--- src/rtl/smpclk_pkg.sv ---
package smpclk_pkg;

  localparam int DEC_W_DEF = 3;

  typedef enum logic [1:0] {
    MANT_X1  = 2'b00,
    MANT_X2  = 2'b01,
    MANT_X4  = 2'b10,
    MANT_RSV = 2'b11
  } mant_e;

  function automatic longint pow10(input int k);
    longint r;
    r = 1;
    for (int i = 0; i < k; i++) r = r * 10;
    return r;
  endfunction

  // shift amount applied to the decade base for each mantissa code
  function automatic logic [1:0] mant_shift(input mant_e m);
    case (m)
      MANT_X2: return 2'd1;
      MANT_X4: return 2'd2;
      default: return 2'd0;
    endcase
  endfunction

endpackage

--- src/rtl/smpclk_ratio.sv ---
module smpclk_ratio
  import smpclk_pkg::*;
#(
  parameter int DEC_W = 3,
  parameter int CNT_W = 26
) (
  input  logic [DEC_W-1:0] dec_i,
  input  logic [1:0]       mant_i,
  output logic [CNT_W-1:0] ratio_o
);
  localparam int N_DEC = 2 ** DEC_W;

  logic [CNT_W-1:0] base_tbl [N_DEC];

  generate
    for (genvar k = 0; k < N_DEC; k++) begin : g_base
      assign base_tbl[k] = CNT_W'(pow10(k));
    end
  endgenerate

  always_comb begin
    ratio_o = base_tbl[dec_i] << mant_shift(mant_e'(mant_i));
  end

endmodule

--- src/rtl/smpclk_sync.sv ---
module smpclk_sync #(
  parameter int STAGES = 2
) (
  input  logic clk,
  input  logic rst_n,
  input  logic ext_clk_i,
  input  logic gate_i,
  output logic ext_edge_o,
  output logic gate_o
);
  logic [STAGES-1:0] ext_sh;
  logic [STAGES-1:0] gate_sh;
  logic              ext_last;

  always_ff @(posedge clk) begin
    if (!rst_n) begin
      ext_sh   <= '0;
      gate_sh  <= '0;
      ext_last <= 1'b0;
    end else begin
      ext_sh   <= {ext_sh[STAGES-2:0], ext_clk_i};
      gate_sh  <= {gate_sh[STAGES-2:0], gate_i};
      ext_last <= ext_sh[STAGES-1];
    end
  end

  assign ext_edge_o = ext_sh[STAGES-1] & ~ext_last;
  assign gate_o     = gate_sh[STAGES-1];

  AST_EXT_EDGE_SINGLE: assert property (@(posedge clk) disable iff (!rst_n)
    ext_edge_o |=> !ext_edge_o);

endmodule

--- src/rtl/smpclk_divider.sv ---
module smpclk_divider #(
  parameter int CNT_W = 26
) (
  input  logic             clk,
  input  logic             rst_n,
  input  logic             hold_i,
  input  logic [CNT_W-1:0] ratio_i,
  output logic             tick_o
);
  logic [CNT_W-1:0] cnt_q;

  assign tick_o = (cnt_q == '0) && !hold_i;

  always_ff @(posedge clk) begin
    if (!rst_n) begin
      cnt_q <= '0;
    end else if (hold_i) begin
      cnt_q <= '0;
    end else if (cnt_q == '0) begin
      cnt_q <= ratio_i - CNT_W'(1);
    end else begin
      cnt_q <= cnt_q - CNT_W'(1);
    end
  end

  AST_RELOAD_AT_BOUNDARY: assert property (@(posedge clk) disable iff (!rst_n)
    tick_o |=> cnt_q == $past(ratio_i) - CNT_W'(1));
  AST_NO_RUNT: assert property (@(posedge clk) disable iff (!rst_n)
    (!hold_i && cnt_q != '0) |=> cnt_q == $past(cnt_q) - CNT_W'(1));

endmodule

--- src/rtl/smpclk_gen.sv ---
module smpclk_gen
  import smpclk_pkg::*;
#(
  parameter int DEC_W       = DEC_W_DEF,
  parameter int SYNC_STAGES = 2
) (
  input  logic             clk,
  input  logic             rst_n,
  input  logic [DEC_W-1:0] pre_dec,
  input  logic [1:0]       pre_mant,
  input  logic [DEC_W-1:0] post_dec,
  input  logic [1:0]       post_mant,
  input  logic             use_post,
  input  logic             ext_mode,
  input  logic             ext_clk,
  input  logic             gate_in,
  output logic             smp_en,
  output logic             mclk_ind
);
  localparam longint MAX_RATIO = 4 * pow10(2 ** DEC_W - 1);
  localparam int     CNT_W     = $clog2(MAX_RATIO + 1);

  logic [DEC_W-1:0] sel_dec;
  logic [1:0]       sel_mant;
  logic [CNT_W-1:0] ratio;
  logic             int_tick;
  logic             ext_edge;
  logic             gate_s;
  logic             tick;

  assign sel_dec  = use_post ? post_dec  : pre_dec;
  assign sel_mant = use_post ? post_mant : pre_mant;

  smpclk_ratio #(.DEC_W(DEC_W), .CNT_W(CNT_W)) u_ratio (
    .dec_i   (sel_dec),
    .mant_i  (sel_mant),
    .ratio_o (ratio)
  );

  smpclk_divider #(.CNT_W(CNT_W)) u_div (
    .clk     (clk),
    .rst_n   (rst_n),
    .hold_i  (ext_mode),
    .ratio_i (ratio),
    .tick_o  (int_tick)
  );

  smpclk_sync #(.STAGES(SYNC_STAGES)) u_sync (
    .clk        (clk),
    .rst_n      (rst_n),
    .ext_clk_i  (ext_clk),
    .gate_i     (gate_in),
    .ext_edge_o (ext_edge),
    .gate_o     (gate_s)
  );

  assign tick = ext_mode ? ext_edge : int_tick;

  always_ff @(posedge clk) begin
    if (!rst_n) begin
      smp_en   <= 1'b0;
      mclk_ind <= 1'b0;
    end else begin
      smp_en   <= tick & gate_s;
      mclk_ind <= ~mclk_ind;
    end
  end

  AST_GATE_BLOCKS: assert property (@(posedge clk) disable iff (!rst_n)
    !gate_s |=> !smp_en);
  AST_MCLK_TOGGLE: assert property (@(posedge clk) disable iff (!rst_n)
    1'b1 |=> mclk_ind != $past(mclk_ind));
  AST_EXT_ONE_CYCLE: assert property (@(posedge clk) disable iff (!rst_n)
    (ext_mode && $past(ext_mode) && smp_en) |=> !smp_en);

endmodule

--- config.mk ---
export PLATFORM = sky130hd
export DESIGN_NAME = smpclk_gen
export DESIGN_NICKNAME = d
export VERILOG_FILES = /design/src/rtl/smpclk_pkg.sv /design/src/rtl/smpclk_ratio.sv /design/src/rtl/smpclk_sync.sv /design/src/rtl/smpclk_divider.sv /design/src/rtl/smpclk_gen.sv
export SDC_FILE = /design/constraint.sdc
export NUM_CORES = 1
export LEC_CHECK = 0
export ABC_CLOCK_PERIOD_IN_PS = 4350
export CAP_MARGIN = 20
export CORE_ASPECT_RATIO = 0.9
export CORE_MARGIN = 5
export CORE_UTILIZATION = 46
export CTS_CLUSTER_DIAMETER = 120
export DETAILED_ROUTE_END_ITERATION = 7
export GPL_TIMING_DRIVEN = 0
export PLACE_DENSITY = 0.67
export SLEW_MARGIN = 20
export SYNTH_ARGS = -nofsm -noshare
export SYNTH_HDL_FRONTEND = slang
export SYNTH_SLANG_ARGS = --single-unit
--- constraint.sdc ---
create_clock -name clk -period 4.35 [get_ports clk]
set_input_delay 0.87 -clock clk [delete_from_list [all_inputs] [get_ports clk]]
set_output_delay 0.87 -clock clk [all_outputs]
set_load 0.005 [all_outputs]
==> run metrics <==
IO Pins 18; Int Pwr approximately 0.0016 W; Min-Delay Startpoint mclk_ind; RSZ-0062 raised after global routing no; DRT iter0 DRCs about 390; FF-to-FF path depth 15; layout cell share with drive strength beyond 1 between 10% and 20%; Worst EP arrival 4.47 ns; Syn Nets 437; Reg2Reg Setup Slack 0.59 ns; final hold slack 0.422 ns; largest net degree at the start of global routing 11; Syn Inst Count between 400 and 500; Die Span Y 88.8 um; Post-synth EDFFs 0; Slew Viols, Final 0; CTS Buf Count 5; clk_lat worst skew slightly below 0.3 ns; ys async rst share 0%; core area 6660 um2; Max-Cap Viols 0; Die Wd slightly below 100 um; Post-route DRC 0; CTS sink cnt 33; Reg-to-Reg End u_div.cnt_q[16]; critical path startpoint category primary input; Leakage 1.41 nW; Setup violations, final 0; TritonCTS clock tree done; Setup CP Type in -> reg; grt total ovfl 0; Antenna Nets Post-Route 0; vias per cell around 6.7; Top FF cell, synth dfxtp_1; crit path time final approximately 4.2 ns; worst min-delay path category reg -> reg; required time worst endpoint 4.57 ns; Fin. Hold Viols 0; post-synthesis sequential area ratio between 20% and 30%; Slew HR 44.1%; peak supply drop roughly 0.00059 V; Reg power frac between 10% and 20%; Yosys warning count 0; Netlist cell types 86; Comb power frac between 70% and 80%; CTS max path bufs 2; Cell Pwr Density 880 nW/um2; first-pass GRT wire length 17500 um; Clk pwr share approximately 7%; initial antenna violation count 0; multi-input logic area approximately 2500 um2; fill count 643; Worst Hold Path EP mclk_ind; Die ar. 8660 um2; Antenna Cells 0; Reg2Reg Launch Point u_div.cnt_q[17]; outcome completed; worst-margin pin slew 0.832 ns; total power draw roughly 0.0033 W; Site Rows 28; Hold Path Depth 1; Total GRT Usage 25.4%; count of buffers from port buffering 16; CTS clock-pin slew for the worst setup and hold paths roughly 0.07 ns; CTS Root Buffer Type clkbuf_8; Storage cell area roughly 660 um2; Detailed Routing Iterations Pass 1 7; via count roughly 3500; vias in the first global route 3279; WL per Instance about 21 um; Worst setup EP type register; Synth Area per Inst 7.70 um2; Starting Density between 40 and 50%; Final Net Count between 400 and 500; dpl hpwl 8320 um; Seq cells post-synth 33; area grow syn2layout 17.0%; final period utilization between 90 and 100%; Peak Freq roughly 0.24 GHz; Switching Share between 50% and 60%; skew final between 0.002 and 0.0025 ns; Routed WL roughly 11000 um; gpl congestion between 0.9 and 1; Syn Std Cell Area about 3200 um2; H-tree depth 2; hold buffers post-CTS 0; Sw Pwr between 0.0015 and 0.002 W; Crit Path Max Fanout 10
## registers in the layout, summed over array words and instances (netlist names)
| signal | count |
|---|---|
| u_div.cnt_q | 26 |
| smp_en | 1 |
| mclk_ind | 1 |
| u_sync.ext_last | 1 |
| u_sync.gate_sh | 2 |
| u_sync.ext_sh | 2 |
## worst max path at each step
stage,start,to,slack (ns),cells after the start
floorplan,use_post,u_div.cnt_q[23],0.02,15
global placement,pre_mant[1],u_div.cnt_q[16],-0.86,15
detailed placement,pre_mant[1],u_div.cnt_q[16],-0.85,15
CTS,pre_dec[0],u_div.cnt_q[23],0.005,13
global route,pre_mant[1],u_div.cnt_q[24],0.02,17
finish,use_post,u_div.cnt_q[23],0.10,14
## cell families (layout without fill, tap and decap cells)
| group | count (synthesis) | count (layout) | share of synthesized area, % |
|---|---|---|---|
| buffers and inverters | 29 | 58 | 3.90 |
| AOI/OAI and AO/OA | 140 | 140 | 31.5 |
| adders and majority gates | 9 | 9 | 3.55 |
| xor gates and xnor gates | 20 | 20 | 5.75 |
| and+or+nand+nor | 172 | 172 | 31.5 |
| muxes | 9 | 9 | 3.00 |
| DFF | 33 | 33 | 20.8 |
## metal layers
metal | routed length (um) | global-route usage (%)
met5 | 0 | 0
met4 | 265 | 7.42
met3 | 1060 | 6.62
met2 | 4960 | 39.7
met1 | 4920 | 34.7
## what timing repair did
item / 4_1_cts / 5_1_grt
buffers inserted: 3 / 3
pin swaps: 2 / 6
setup endpoints to repair: 16 / 15
cloned: 0 / 0
resized for setup: 9 / 25
## critical path: stages
cell and delay [ns]:
buf_2 0.22, buf_4 0.23, clkbuf_4 0.23, a21oi_2 0.09, buf_4 0.17, ha_2 0.24
and2_1 0.20, a22oi_2 0.32, o211ai_1 0.17, a211o_1 0.38, or4b_4 0.53, or3_1 0.37
or3_1 0.31, a21oi_1 0.14
## layout make-up
| cell class | count | area share (%) |
|---|---|---|
| tap | 90 | 3.03 |
| timing repair buffer | 22 | 5.69 |
| buffer | 18 | 2.59 |
| multi-input combinational | 350 | 67.7 |
| clock buffer | 6 | 1.95 |
| sequential | 33 | 17.8 |
| inverter | 10 | 1.01 |
| clock inverter | 2 | 0.270 |
## metrics by stage
stage          setup WS [ns]  utilization (%)  instances  instance area [um2]  TNS, ns
2_1_floorplan         0.0178                -        412                 3170        0
4_1_cts              0.00470             53.9        529                 3590        0
6_report               0.102             55.8        531                 3710        0
3_3_place_gp          -0.856             51.8        518                 3450   -10.77
5_1_grt               0.0228             55.8        531                 3710        0
3_5_place_dp          -0.848             51.8        518                 3450   -10.85
## placed cells by master, fill, tap and decap left out, types with 5 or more instances in the layout
master and count:
a21oi_1 25, a31oi_1 14, and2_1 10, and3b_1 5, buf_4 8, clkbuf_1 9, clkbuf_8 5, clkdlybuf4s50_1 15
dfxtp_1 33, ha_1 7, inv_1 9, nand2_1 27, nand2b_1 9, nand3_1 12, nor2_1 43, nor2b_1 6
nor3_1 10, nor3b_1 5, o211ai_1 8, o21ai_0 22, o31ai_1 6, or2_2 6, xnor2_1 14, xor2_1 5
## cell usage after synthesis, drive strengths merged, types with 3 or more instances
library cell  count  share of area, %
nor2             44               5.7
a211o             3              0.83
nor2b             7               1.4
o31ai             7               1.7
mux2              4               1.4
o22ai             3              0.79
or2               6               1.2
nand3b            3              0.71
inv              10               1.2
dfxtp            33                21
ha                9               3.5
o21ai            23               3.6
xnor2            14               3.9
a22oi             4              0.95
nor3             11               1.7
a221oi            3              0.83
a211oi            4               1.1
and2             10               2.0
o211ai            8               1.9
buf               9               1.5
a21boi            3              0.71
and3b             5               1.4
a2111oi           3               1.0
a31oi            16               3.6
nor3b             6               1.6
o2111ai           3              0.83
or3               4              0.79
a21oi            27               4.4
xor2              6               1.9
clkbuf           10               1.2
nor4              7               2.0
nand2b            9               1.8
nand2            28               3.4
nand3            12               1.9
o21bai            3              0.71
nand4             3              0.79
mux2i             5               1.6
## power by group through the flow
stage | combinational [W] | sequential [W] | clock [W]
after floorplan | 0.00180 | 0.000451 | 0
after global placement | 0.00221 | 0.000482 | 0
after detailed placement | 0.00223 | 0.000480 | 0
after CTS | 0.00231 | 0.000475 | 0.000231
after global routing | 0.00275 | 0.000489 | 0.000248
final | 0.00256 | 0.000481 | 0.000229
Power figures use the tool's default switching activity.
